<file path="src/rtl/pwm_timer_pkg.sv">
`timescale 1ns/1ps
// Package: shared types and register addresses for the two-channel PWM timer.
// Assumes: the address constants fit the ADDR_W of the register block.
package pwm_timer_pkg;

    typedef enum logic [1:0] {
        CLK_OFF = 2'b00,
        CLK_SYS = 2'b01,
        CLK_FIX = 2'b10,
        CLK_EXT = 2'b11
    } clk_src_e;

    localparam int unsigned A_LOCK = 0;
    localparam int unsigned A_CTRL = 1;
    localparam int unsigned A_BASE = 2;
    localparam int unsigned A_TOP  = 3;
    localparam int unsigned A_OPT  = 4;
    localparam int unsigned A_CMP0 = 5;

    localparam int unsigned MASK_LSB = 8;

endpackage

</file>
<file path="src/rtl/pwm_cfg_regs.sv">
`timescale 1ns/1ps
// Module: configuration register file with a write lock.
// What it does: captures control, base, top, option and threshold words from a
//   synchronous write port. Only the lock register is writable while locked.
// Assumes: NUM_CH <= MASK_LSB and MASK_LSB + NUM_CH <= CNT_W.
module pwm_cfg_regs
    import pwm_timer_pkg::*;
#(
    parameter int CNT_W  = 16,
    parameter int NUM_CH = 2,
    parameter int PS_W   = 3,
    parameter int ADDR_W = 4
) (
    input  logic                    clk_i,
    input  logic                    rst_ni,
    input  logic                    wr_en_i,
    input  logic [ADDR_W-1:0]       wr_addr_i,
    input  logic [CNT_W-1:0]        wr_data_i,
    output clk_src_e                clk_src_o,
    output logic [PS_W-1:0]         ps_o,
    output logic                    updown_o,
    output logic [CNT_W-1:0]        base_o,
    output logic [CNT_W-1:0]        top_o,
    output logic [NUM_CH-1:0]       pol_o,
    output logic [NUM_CH-1:0]       mask_o,
    output logic [NUM_CH*CNT_W-1:0] cmp_o
);

    localparam int MODE_BIT = 2 + PS_W;

    logic unlock;
    logic wr_ok;

    assign wr_ok = wr_en_i && unlock;

    // Purpose: open or close the write lock; always writable.
    always_ff @(posedge clk_i) begin
        if (!rst_ni) begin
            unlock <= 1'b0;
        end else if (wr_en_i && wr_addr_i == ADDR_W'(A_LOCK)) begin
            unlock <= wr_data_i[0];
        end
    end

    // Purpose: capture the shared timer settings when unlocked.
    always_ff @(posedge clk_i) begin
        if (!rst_ni) begin
            clk_src_o <= CLK_OFF;
            ps_o      <= '0;
            updown_o  <= 1'b0;
            base_o    <= '0;
            top_o     <= '1;
            pol_o     <= '0;
            mask_o    <= '0;
        end else if (wr_ok) begin
            if (wr_addr_i == ADDR_W'(A_CTRL)) begin
                clk_src_o <= clk_src_e'(wr_data_i[1:0]);
                ps_o      <= wr_data_i[2 +: PS_W];
                updown_o  <= wr_data_i[MODE_BIT];
            end
            if (wr_addr_i == ADDR_W'(A_BASE)) begin
                base_o <= wr_data_i;
            end
            if (wr_addr_i == ADDR_W'(A_TOP)) begin
                top_o <= wr_data_i;
            end
            if (wr_addr_i == ADDR_W'(A_OPT)) begin
                pol_o  <= wr_data_i[NUM_CH-1:0];
                mask_o <= wr_data_i[MASK_LSB +: NUM_CH];
            end
        end
    end

    for (genvar g = 0; g < NUM_CH; g++) begin : g_cmp
        // Purpose: capture the threshold of channel g when unlocked.
        always_ff @(posedge clk_i) begin
            if (!rst_ni) begin
                cmp_o[g*CNT_W +: CNT_W] <= '0;
            end else if (wr_ok && wr_addr_i == ADDR_W'(A_CMP0 + g)) begin
                cmp_o[g*CNT_W +: CNT_W] <= wr_data_i;
            end
        end
    end

    // a locked write to any other address leaves every setting unchanged
    p_locked_r9: assert property (@(posedge clk_i) disable iff (!rst_ni)
        (wr_en_i && wr_addr_i != ADDR_W'(A_LOCK) && !unlock) |=>
            ($stable(base_o) && $stable(top_o) && $stable(cmp_o) &&
             $stable(ps_o) && $stable(pol_o) && $stable(mask_o) &&
             $stable(updown_o) && $stable(clk_src_o)));

endmodule

</file>
<file path="src/rtl/pwm_tick_gen.sv">
`timescale 1ns/1ps
// Module: clock-source select and power-of-two prescaler.
// What it does: picks one enable source and emits one tick per 2^ps_i
//   selected pulses. With source CLK_OFF it emits nothing and clears its divider.
// Assumes: fix_en_i and ext_en_i are synchronous pulses; ps_i changes only
//   while the source is off.
module pwm_tick_gen
    import pwm_timer_pkg::*;
#(
    parameter int PS_W = 3
) (
    input  logic            clk_i,
    input  logic            rst_ni,
    input  clk_src_e        clk_src_i,
    input  logic [PS_W-1:0] ps_i,
    input  logic            fix_en_i,
    input  logic            ext_en_i,
    output logic            tick_o,
    output logic            running_o
);

    localparam int DIV_W = (1 << PS_W) - 1;

    logic             src_en;
    logic [DIV_W-1:0] pcnt;
    logic [DIV_W-1:0] div_mask;

    // Purpose: route the selected enable source.
    always_comb begin
        unique case (clk_src_i)
            CLK_SYS: src_en = 1'b1;
            CLK_FIX: src_en = fix_en_i;
            CLK_EXT: src_en = ext_en_i;
            default: src_en = 1'b0;
        endcase
    end

    assign running_o = (clk_src_i != CLK_OFF);
    assign div_mask  = (DIV_W'(1) << ps_i) - DIV_W'(1);
    assign tick_o    = src_en && ((pcnt & div_mask) == div_mask);

    // Purpose: count source pulses between ticks.
    always_ff @(posedge clk_i) begin
        if (!rst_ni || !running_o) begin
            pcnt <= '0;
        end else if (tick_o) begin
            pcnt <= '0;
        end else if (src_en) begin
            pcnt <= pcnt + DIV_W'(1);
        end
    end

    // no tick while no source is selected
    p_off_no_tick_r4: assert property (@(posedge clk_i) disable iff (!rst_ni)
        (clk_src_i == CLK_OFF) |-> !tick_o);

    // with any division above one, ticks are never back to back
    p_prescale_gap_r3: assert property (@(posedge clk_i) disable iff (!rst_ni)
        (tick_o && ps_i != '0) |=> (!tick_o || ps_i != $past(ps_i)));

endmodule

</file>
<file path="src/rtl/pwm_counter.sv">
`timescale 1ns/1ps
// Module: shared period counter with shadowed base and top.
// What it does: counts up (wrapping at top) or up-down (turning at top and
//   base). It loads the written base/top at each period boundary, and
//   continuously while stopped, where it also rests at the base.
// Assumes: top >= base, and top > base in up-down mode.
module pwm_counter #(
    parameter int CNT_W = 16
) (
    input  logic             clk_i,
    input  logic             rst_ni,
    input  logic             tick_i,
    input  logic             running_i,
    input  logic             updown_i,
    input  logic [CNT_W-1:0] base_n_i,
    input  logic [CNT_W-1:0] top_n_i,
    output logic [CNT_W-1:0] cnt_o,
    output logic             load_o
);

    logic [CNT_W-1:0] base_a;
    logic [CNT_W-1:0] top_a;
    logic [CNT_W-1:0] nxt;
    logic             dir_up;
    logic             nxt_up;
    logic             wrap;

    // Purpose: next count, next direction and period-boundary detection.
    always_comb begin
        nxt    = cnt_o + CNT_W'(1);
        nxt_up = 1'b1;
        wrap   = 1'b0;
        if (!updown_i) begin
            wrap = (cnt_o == top_a);
        end else if (dir_up) begin
            if (cnt_o == top_a) begin
                if (top_a == base_a) begin
                    wrap = 1'b1;
                end else begin
                    nxt    = top_a - CNT_W'(1);
                    nxt_up = 1'b0;
                    wrap   = ((top_a - CNT_W'(1)) == base_a);
                end
            end
        end else begin
            nxt    = cnt_o - CNT_W'(1);
            nxt_up = 1'b0;
            wrap   = (nxt == base_a);
        end
        if (wrap) begin
            nxt_up = 1'b1;
        end
    end

    assign load_o = !running_i || (tick_i && wrap);

    // Purpose: advance the count and refresh the active base/top at boundaries.
    always_ff @(posedge clk_i) begin
        if (!rst_ni) begin
            cnt_o  <= '0;
            dir_up <= 1'b1;
            base_a <= '0;
            top_a  <= '1;
        end else if (!running_i) begin
            cnt_o  <= base_n_i;
            dir_up <= 1'b1;
            base_a <= base_n_i;
            top_a  <= top_n_i;
        end else if (tick_i) begin
            dir_up <= nxt_up;
            if (wrap) begin
                cnt_o  <= base_n_i;
                base_a <= base_n_i;
                top_a  <= top_n_i;
            end else begin
                cnt_o <= nxt;
            end
        end
    end

    // in up mode each tick inside a period steps the count by one
    p_up_step_r1: assert property (@(posedge clk_i) disable iff (!rst_ni)
        (running_i && tick_i && !updown_i && !wrap) |=>
            (cnt_o == $past(cnt_o) + CNT_W'(1)));

    // in up-down mode each tick inside a period moves the count by one
    p_ud_step_r6: assert property (@(posedge clk_i) disable iff (!rst_ni)
        (running_i && tick_i && updown_i && !wrap) |=>
            ((cnt_o == $past(cnt_o) + CNT_W'(1)) ||
             (cnt_o == $past(cnt_o) - CNT_W'(1))));

    // without a tick a running count holds its value
    p_halt_r4: assert property (@(posedge clk_i) disable iff (!rst_ni)
        (running_i && !tick_i) |=> (cnt_o == $past(cnt_o)));

    // every new period starts at the freshly written base
    p_wrap_base_r10: assert property (@(posedge clk_i) disable iff (!rst_ni)
        load_o |=> (cnt_o == $past(base_n_i)));

endmodule

</file>
<file path="src/rtl/pwm_channel_out.sv">
`timescale 1ns/1ps
// Module: one PWM output stage.
// What it does: keeps a shadow threshold that is loaded on load_i. It compares
//   the count against that threshold and applies mask and polarity to a
//   registered output.
// Assumes: load_i pulses exactly at period boundaries, or stays high while stopped.
module pwm_channel_out #(
    parameter int CNT_W = 16
) (
    input  logic             clk_i,
    input  logic             rst_ni,
    input  logic [CNT_W-1:0] cnt_i,
    input  logic [CNT_W-1:0] cmp_n_i,
    input  logic             load_i,
    input  logic             pol_i,
    input  logic             mask_i,
    output logic             pwm_o
);

    logic [CNT_W-1:0] cmp_a;
    logic             active;

    assign active = (cnt_i < cmp_a);

    // Purpose: adopt a new threshold only at a period boundary.
    always_ff @(posedge clk_i) begin
        if (!rst_ni) begin
            cmp_a <= '0;
        end else if (load_i) begin
            cmp_a <= cmp_n_i;
        end
    end

    // Purpose: drive the output with mask and polarity applied.
    always_ff @(posedge clk_i) begin
        if (!rst_ni) begin
            pwm_o <= 1'b0;
        end else if (mask_i) begin
            pwm_o <= pol_i;
        end else begin
            pwm_o <= active ^ pol_i;
        end
    end

    // a masked channel sits at its inactive level
    p_mask_idle_r8: assert property (@(posedge clk_i) disable iff (!rst_ni)
        mask_i |=> (pwm_o == $past(pol_i)));

    // the working threshold changes only on a boundary load
    p_hold_cmp_r10: assert property (@(posedge clk_i) disable iff (!rst_ni)
        !load_i |=> $stable(cmp_a));

endmodule

</file>
<file path="src/rtl/dual_pwm_timer.sv">
`timescale 1ns/1ps
// Module: two-channel PWM timer, top level.
// What it does: ties the register file, tick generator, shared counter and
//   NUM_CH output stages together.
// Assumes: synchronous single-clock use; strobes are one clock wide.
module dual_pwm_timer
    import pwm_timer_pkg::*;
#(
    parameter int CNT_W  = 16,
    parameter int NUM_CH = 2,
    parameter int PS_W   = 3,
    parameter int ADDR_W = 4
) (
    input  logic              clk_i,
    input  logic              rst_ni,
    input  logic              wr_en_i,
    input  logic [ADDR_W-1:0] wr_addr_i,
    input  logic [CNT_W-1:0]  wr_data_i,
    input  logic              fix_en_i,
    input  logic              ext_en_i,
    output logic [NUM_CH-1:0] pwm_o
);

    clk_src_e                clk_src;
    logic [PS_W-1:0]         ps;
    logic                    updown;
    logic [CNT_W-1:0]        base_n;
    logic [CNT_W-1:0]        top_n;
    logic [NUM_CH-1:0]       pol;
    logic [NUM_CH-1:0]       mask;
    logic [NUM_CH*CNT_W-1:0] cmp_n;
    logic                    tick;
    logic                    running;
    logic [CNT_W-1:0]        cnt;
    logic                    load;

    pwm_cfg_regs #(
        .CNT_W  (CNT_W),
        .NUM_CH (NUM_CH),
        .PS_W   (PS_W),
        .ADDR_W (ADDR_W)
    ) u_regs (
        .clk_i     (clk_i),
        .rst_ni    (rst_ni),
        .wr_en_i   (wr_en_i),
        .wr_addr_i (wr_addr_i),
        .wr_data_i (wr_data_i),
        .clk_src_o (clk_src),
        .ps_o      (ps),
        .updown_o  (updown),
        .base_o    (base_n),
        .top_o     (top_n),
        .pol_o     (pol),
        .mask_o    (mask),
        .cmp_o     (cmp_n)
    );

    pwm_tick_gen #(
        .PS_W (PS_W)
    ) u_tick (
        .clk_i     (clk_i),
        .rst_ni    (rst_ni),
        .clk_src_i (clk_src),
        .ps_i      (ps),
        .fix_en_i  (fix_en_i),
        .ext_en_i  (ext_en_i),
        .tick_o    (tick),
        .running_o (running)
    );

    pwm_counter #(
        .CNT_W (CNT_W)
    ) u_cnt (
        .clk_i     (clk_i),
        .rst_ni    (rst_ni),
        .tick_i    (tick),
        .running_i (running),
        .updown_i  (updown),
        .base_n_i  (base_n),
        .top_n_i   (top_n),
        .cnt_o     (cnt),
        .load_o    (load)
    );

    for (genvar g = 0; g < NUM_CH; g++) begin : g_ch
        pwm_channel_out #(
            .CNT_W (CNT_W)
        ) u_ch (
            .clk_i   (clk_i),
            .rst_ni  (rst_ni),
            .cnt_i   (cnt),
            .cmp_n_i (cmp_n[g*CNT_W +: CNT_W]),
            .load_i  (load),
            .pol_i   (pol[g]),
            .mask_i  (mask[g]),
            .pwm_o   (pwm_o[g])
        );
    end

endmodule

</file>
<file path="config.mk">
export PLATFORM = sky130hd
export DESIGN_NAME = dual_pwm_timer
export DESIGN_NICKNAME = d
export VERILOG_FILES = /design/src/rtl/pwm_timer_pkg.sv /design/src/rtl/pwm_cfg_regs.sv /design/src/rtl/pwm_tick_gen.sv /design/src/rtl/pwm_counter.sv /design/src/rtl/pwm_channel_out.sv /design/src/rtl/dual_pwm_timer.sv
export SDC_FILE = /design/constraint.sdc
export NUM_CORES = 1
export LEC_CHECK = 0
export ABC_AREA = 1
export BUFFER_PORTS_ARGS = -buffer_cell sky130_fd_sc_hd__buf_2
export CAP_MARGIN = 15
export CORE_MARGIN = 4
export CORE_UTILIZATION = 59
export DETAILED_ROUTE_END_ITERATION = 7
export HOLD_SLACK_MARGIN = 0.12
export PLACE_DENSITY = 0.87
export REMOVE_ABC_BUFFERS = 1
export SETUP_SLACK_MARGIN = 0.1
export SLEW_MARGIN = 20
export SYNTH_ARGS = -nofsm -noshare
export SYNTH_HDL_FRONTEND = slang
export SYNTH_SLANG_ARGS = --single-unit
</file>
<file path="constraint.sdc">
create_clock -name clk_i -period 2.8 [get_ports clk_i]
set_input_delay 0.56 -clock clk_i [delete_from_list [all_inputs] [get_ports clk_i]]
set_output_delay 0.56 -clock clk_i [all_outputs]
set_load 0.01 [all_outputs]
</file>
==> results by stage <==
Run status:
- The flow ran to the end, and the final reports show no timing, DRC or antenna violations.

Timing:
- The tightest hold margin is a little under 0.4 ns.
- The maximum frequency from static timing analysis is about 370 MHz.
- The pin slew with the least headroom to its limit is around 0.60 ns.
- The smallest clock period supported by the final layout is computed as 2.668 ns.
- The total count of hold-check failures in the final report is 0.
- The worst pin sits at a relative slew slack of 0.6027.
- The final period utilization is 0.9528.
- The number of max-slew violations in the final report is 0.
- Setup violations remaining at the end of the flow were counted as 0.
- Setup repair after global routing could not meet its margin everywhere.
- The final setup TNS is 0 ns.
- Across the routed clock network, the largest skew measured is ~0.0073 ns.

Detailed routing:
- The starting DRC count in detailed routing is ~920.
- The final layout contains routed wiring with a total length of about 27 mm.
- Summing over every cut layer, the via total after detailed routing is about 9,500.
- The highest metal layer with signal wires is met4.
- Dividing the detail-routed via count by the number of cells gives just under 6.
- The number of nets still failing antenna checks after routing is 0.
- Summed over all nets, wire length on met3 after detailed routing comes to ~2.2 mm.
- The post-route DRC violation count is 0.
- Before antenna repair, the detailed router went through 6 iterations.
- The routed length on met1 is 11.02 mm.
- Summed over all nets, wire length on met2 after detailed routing comes to approximately 13 mm.
- In the final routed layout, each cell accounts on average for 16.31 µm.

Yosys:
- For this run, the register share of the synthesized area comes to 0.3517.
- The netlist uses 38 different library cells.
- The Yosys step of the flow raised 0 warnings.
- A synthesized cell averages 6.700 µm².
- Counting every instance in the synthesized netlist gives between 1,000 and 1,500.
- The mapped netlist covers roughly 9400 µm².
- In this run, synthesis produced a sequential element count of about 170.

GRT:
- The total routing resource utilization after global routing is 0.2883.
- The via count of the first global-routing pass is 8,626.
- The aggregate global routing overflow is 0.
- The first-pass GRT wire length is between 40 and 50 mm.
- The number of antenna violations at the first check in global routing came to 0.
- Entering global routing, the biggest net connects between 50 and 60 pins.

Pwr:
- Power spread over the standard cell area amounts to about 470 nW/µm².
- Of the total power, combinational logic draws 0.025.
- For this design the total switching power over the nets is about 1100 µW.
- The analysis attributes to cell leakage a power of between 0.004 and 0.005 µW.
- Of the total power, registers draw 0.479.
- VDD sags by at most 0.5381 mV.
- The net switching fraction of the power is 0.2150.
- The internal power component is 3857 µW.
- The fraction of power consumed by the clock network is 0.497.

Setup path:
- For the worst flop-to-flop path, the logic depth is 16.
- The startpoint of the worst-slack reg-to-reg timing path is u_cnt.cnt_o[0]$_SDFFE_PN0P_.
- The reg-to-reg critical path endpoint is u_cnt.top_a[6]$_SDFFE_PN1P_.
- Across all register-to-register paths, the minimum setup slack is 0.13 ns.
- The arrival time of data at the critical path endpoint is ~3 ns.
- The largest delay contributor family on the critical path is simple AND/OR/NAND/NOR gates.
- The highest cell delay on the worst timing path is about 0.38 ns.
- The cell that appears most often on the critical path is sky130_fd_sc_hd__nor2_1.
- Traced cell by cell, the critical path runs through inv_2 > ha_2 > xnor2_1 > nor2_1 > nand2_1 > nor2_1 > nand2_1 > nor2_1 > nand3_1 > nor2_2 > nand3_2 > nand2_2 > nand2_4 > nand2_8 > bufbuf_16 > o211ai_1.
- The critical path runs through a total of 16 cells.
- The maximum fanout count along the critical path is 12.
- The data required time of the worst path is between 3 and 4 ns.
- The library cell contributing the largest single delay on the critical path is sky130_fd_sc_hd__dfxtp_4.
- The startpoint kind of the worst setup timing path is a flip-flop.
- STA classifies the critical path endpoint as a flip-flop.
- Counting both buffers and inverters, the worst setup path holds a total of 2.
- The type of the worst setup path is flip-flop to flip-flop.

Final layout:
- The final-stage net count is around 1,500.
- The post-layout instance count excluding filler cells is about 1,600.
- The layout cell share with drive strength beyond 1 is 0.1053.
- The repair_antennas step left the layout with diodes totalling 0.
- Compared with the post-synthesis result, the final layout area differs by 12.43%.

Floorplanning:
- The total die area is 18,000 µm².
- 27 I/O pins were placed.
- The initial utilization of the core area, before any placement, comes to 0.6111.
- The x dimension of the die is ~130 µm.
- The area of the core region is approximately 15,000 µm².
- The chip height is around 130 µm.
- The row count is 45.

Clock tree:
- Buffers inserted to repair hold after CTS numbered 0.
- The later pin in the worst-skew pair is clocked with a latency of 0.43 ns.
- The clock root buffer is sky130_fd_sc_hd__clkbuf_16.
- The longest clock path from root to sink contains 2 buffers.
- The number of clock sinks seen by CTS is about 170.
- In this run the number of H-tree levels came out at 4.
- After clock tree synthesis, the clock-pin slew on the worst setup and hold paths is roughly 0.070 ns.
- The clock tree from TritonCTS is built.
- In this run, CTS created clock tree buffers numbering 17.

Placement:
- Counting tap cells, the placed design contains a total of between 1,500 and 2,000 instances.
- After legalization and detailed placement, the total HPWL measured 18.42 mm.
- At the end of routability-driven placement, the weighted congestion stood at around 1.
- Port buffering added 26 buffers.

Min path:
- The beginning of the worst hold path is wr_data_i[15].
- The number of instances on the worst hold path is 3.
- The type of the tightest min-delay check is input pin to flip-flop.
- The end point of the most critical hold path is u_regs.top_o[15]$_SDFFE_PN1P_.

Job:
- Across the run, the number of max-cap violations was 0.
[registers in the layout, summed over array words and instances, names as in the netlist]
register and flops:
g_ch.u_ch.cmp_a 32, u_regs.cmp_o 32, u_cnt.base_a 16, u_cnt.cnt_o 16, u_cnt.top_a 16, u_regs.base_o 16, u_regs.top_o 16, u_tick.pcnt 7
u_regs.ps_o 3, g_ch.u_ch.pwm_o 2, u_regs.clk_src_o 2, u_regs.mask_o 2, u_regs.pol_o 2, u_cnt.dir_up 1, u_regs.unlock 1, u_regs.updown_o 1
[cells in the final DEF, fill, tap and decap left out, types with 2 or more instances in the layout]
master / synthesis / layout
sky130_fd_sc_hd__nand2_1: 315 / 311
sky130_fd_sc_hd__nor2_1: 164 / 160
sky130_fd_sc_hd__dfxtp_1: 165 / 155
sky130_fd_sc_hd__inv_1: 152 / 149
sky130_fd_sc_hd__nand3_1: 143 / 143
sky130_fd_sc_hd__a21oi_1: 118 / 117
sky130_fd_sc_hd__o21ai_0: 79 / 79
sky130_fd_sc_hd__xor2_1: 51 / 51
sky130_fd_sc_hd__buf_4: 6 / 41
sky130_fd_sc_hd__ha_1: 35 / 33
sky130_fd_sc_hd__o211ai_1: 26 / 26
sky130_fd_sc_hd__buf_2: 17 / 26
sky130_fd_sc_hd__clkbuf_16: 0 / 17
sky130_fd_sc_hd__nand4_1: 15 / 15
sky130_fd_sc_hd__nor3_1: 15 / 15
sky130_fd_sc_hd__nor2_4: 4 / 8
sky130_fd_sc_hd__dfxtp_2: 0 / 8
sky130_fd_sc_hd__nor2_2: 7 / 7
sky130_fd_sc_hd__nand2_2: 4 / 7
sky130_fd_sc_hd__nand3b_1: 7 / 7
sky130_fd_sc_hd__inv_2: 4 / 6
sky130_fd_sc_hd__clkinvlp_4: 0 / 6
sky130_fd_sc_hd__xnor2_1: 5 / 5
sky130_fd_sc_hd__nor3b_1: 3 / 3
sky130_fd_sc_hd__bufinv_16: 0 / 3
sky130_fd_sc_hd__clkbuf_8: 0 / 3
sky130_fd_sc_hd__buf_12: 0 / 3
sky130_fd_sc_hd__nand2_4: 2 / 2
sky130_fd_sc_hd__and2_1: 2 / 2
sky130_fd_sc_hd__nand3_2: 3 / 2
sky130_fd_sc_hd__nor4_1: 2 / 2
sky130_fd_sc_hd__a211oi_1: 2 / 2
sky130_fd_sc_hd__dfxtp_4: 0 / 2
[through the flow]
step	utilization	total power [µW]	setup WS (ns)	instance area [µm²]
after floorplan	-	2449	0.1652	9035
after global placement	0.6336	2518	0.04991	9739
after detailed placement	0.6336	2520	-0.06117	9739
after CTS	0.6787	4912	0.1056	10430
after global routing	0.6870	5014	0.03763	10560
final	0.6870	4913	0.1322	10560
[tightest hold or removal path, delay by kind of cell]
| kind | cells | cell delay [ns] |
|---|---|---|
| buffers and inverters | 1 | 0.12 |
| AND/OR/NAND/NOR | 2 | 0.11 |
[power groups by stage]
stage	registers [µW]	clock network, µW	logic [µW]
floorplan	2410	0	43.7
global placement	2410	0	112
detailed placement	2410	0	115
CTS	2350	2440	117
global route	2350	2530	131
finish	2350	2440	120
[timing repair]
action | in CTS | in global routing
gates resized for setup | 5 | 34
setup endpoints to repair | 67 | 84
pin swaps | 0 | 4
cloned | 1 | 0
setup buffers | 3 | 4
[worst max path at each step]
stage	from	to	slack, ns
2_1_floorplan	u_cnt.cnt_o[0]$_SDFFE_PN0P_	g_ch[0].u_ch.cmp_a[0]$_SDFFE_PN0P_	0.17
3_3_place_gp	u_cnt.top_a[1]$_SDFFE_PN1P_	g_ch[1].u_ch.cmp_a[2]$_SDFFE_PN0P_	0.05
3_5_place_dp	u_cnt.top_a[1]$_SDFFE_PN1P_	g_ch[1].u_ch.cmp_a[7]$_SDFFE_PN0P_	-0.06
4_1_cts	u_cnt.top_a[1]$_SDFFE_PN1P_	g_ch[1].u_ch.cmp_a[1]$_SDFFE_PN0P_	0.11
5_1_grt	u_cnt.top_a[1]$_SDFFE_PN1P_	u_cnt.top_a[8]$_SDFFE_PN1P_	0.04
6_report	u_cnt.cnt_o[0]$_SDFFE_PN0P_	u_cnt.top_a[6]$_SDFFE_PN1P_	0.13
[cells by family (layout without fill, tap and decap cells)]
kind of cell,count (synthesis),in the layout,share of synthesized area
AOI/OAI and AO/OA,230,230,0.1313
xor gates and xnor gates,57,57,0.05462
adders and majority gates,35,35,0.04662
buffers and inverters,227,259,0.1004
DFF,165,165,0.3517
and+or+nand+nor,688,688,0.3153
[per-layer routing]
layer	vias to the layer above	track usage
li1	4572	-
met1	4403	0.3740
met2	455	0.4777
met3	79	0.05214
met4	0	0.1137
met5	-	0
[synthesized netlist by cell type]
cell type	count	share of area
sky130_fd_sc_hd__nand2_1	315	0.13
sky130_fd_sc_hd__dfxtp_1	165	0.35
sky130_fd_sc_hd__nand3_1	143	0.076
sky130_fd_sc_hd__o221ai_1	1	0.00093
sky130_fd_sc_hd__o2111ai_1	1	0.00093
sky130_fd_sc_hd__buf_4	6	0.0048
sky130_fd_sc_hd__o21ai_0	79	0.042
sky130_fd_sc_hd__clkbuf_1	35	0.014
sky130_fd_sc_hd__a21oi_1	118	0.063
sky130_fd_sc_hd__clkbuf_2	2	0.0011
sky130_fd_sc_hd__o21ai_1	1	0.00053
sky130_fd_sc_hd__a211oi_1	2	0.0016
sky130_fd_sc_hd__xor2_1	51	0.048
sky130_fd_sc_hd__nand3_2	3	0.0032
sky130_fd_sc_hd__o211ai_1	26	0.021
sky130_fd_sc_hd__nor2_4	4	0.0048
sky130_fd_sc_hd__nor3b_1	3	0.0024
sky130_fd_sc_hd__nand2_2	4	0.0027
sky130_fd_sc_hd__nand4_1	15	0.010
sky130_fd_sc_hd__buf_1	5	0.0020
sky130_fd_sc_hd__buf_2	17	0.0091
sky130_fd_sc_hd__xnor3_1	1	0.0024
sky130_fd_sc_hd__o311ai_0	1	0.00093
sky130_fd_sc_hd__nor4_1	2	0.0013
sky130_fd_sc_hd__xnor2_1	5	0.0047
sky130_fd_sc_hd__nand3b_1	7	0.0056
sky130_fd_sc_hd__nand2_4	2	0.0024
sky130_fd_sc_hd__ha_1	35	0.047
sky130_fd_sc_hd__nor2_2	7	0.0047
sky130_fd_sc_hd__inv_2	4	0.0016
sky130_fd_sc_hd__o22ai_1	1	0.00067
sky130_fd_sc_hd__nor3_1	15	0.0080
sky130_fd_sc_hd__or2_2	1	0.00067
sky130_fd_sc_hd__inv_1	152	0.061
sky130_fd_sc_hd__nor2b_1	1	0.00067
sky130_fd_sc_hd__and2_1	2	0.0013
sky130_fd_sc_hd__nor2_1	164	0.066
sky130_fd_sc_hd__buf_6	6	0.0072
[final cells by class]
class                      instances  area [µm²]
sequential                       165        3321
inverter                         156       589.3
tap                              211       264.0
clock inverter                    10       147.6
multi-input combinational       1010        5226
timing repair buffer              72       541.8
fill                            1189        4811
clock buffer                      21       470.5
(Power assumes the default switching activity.)
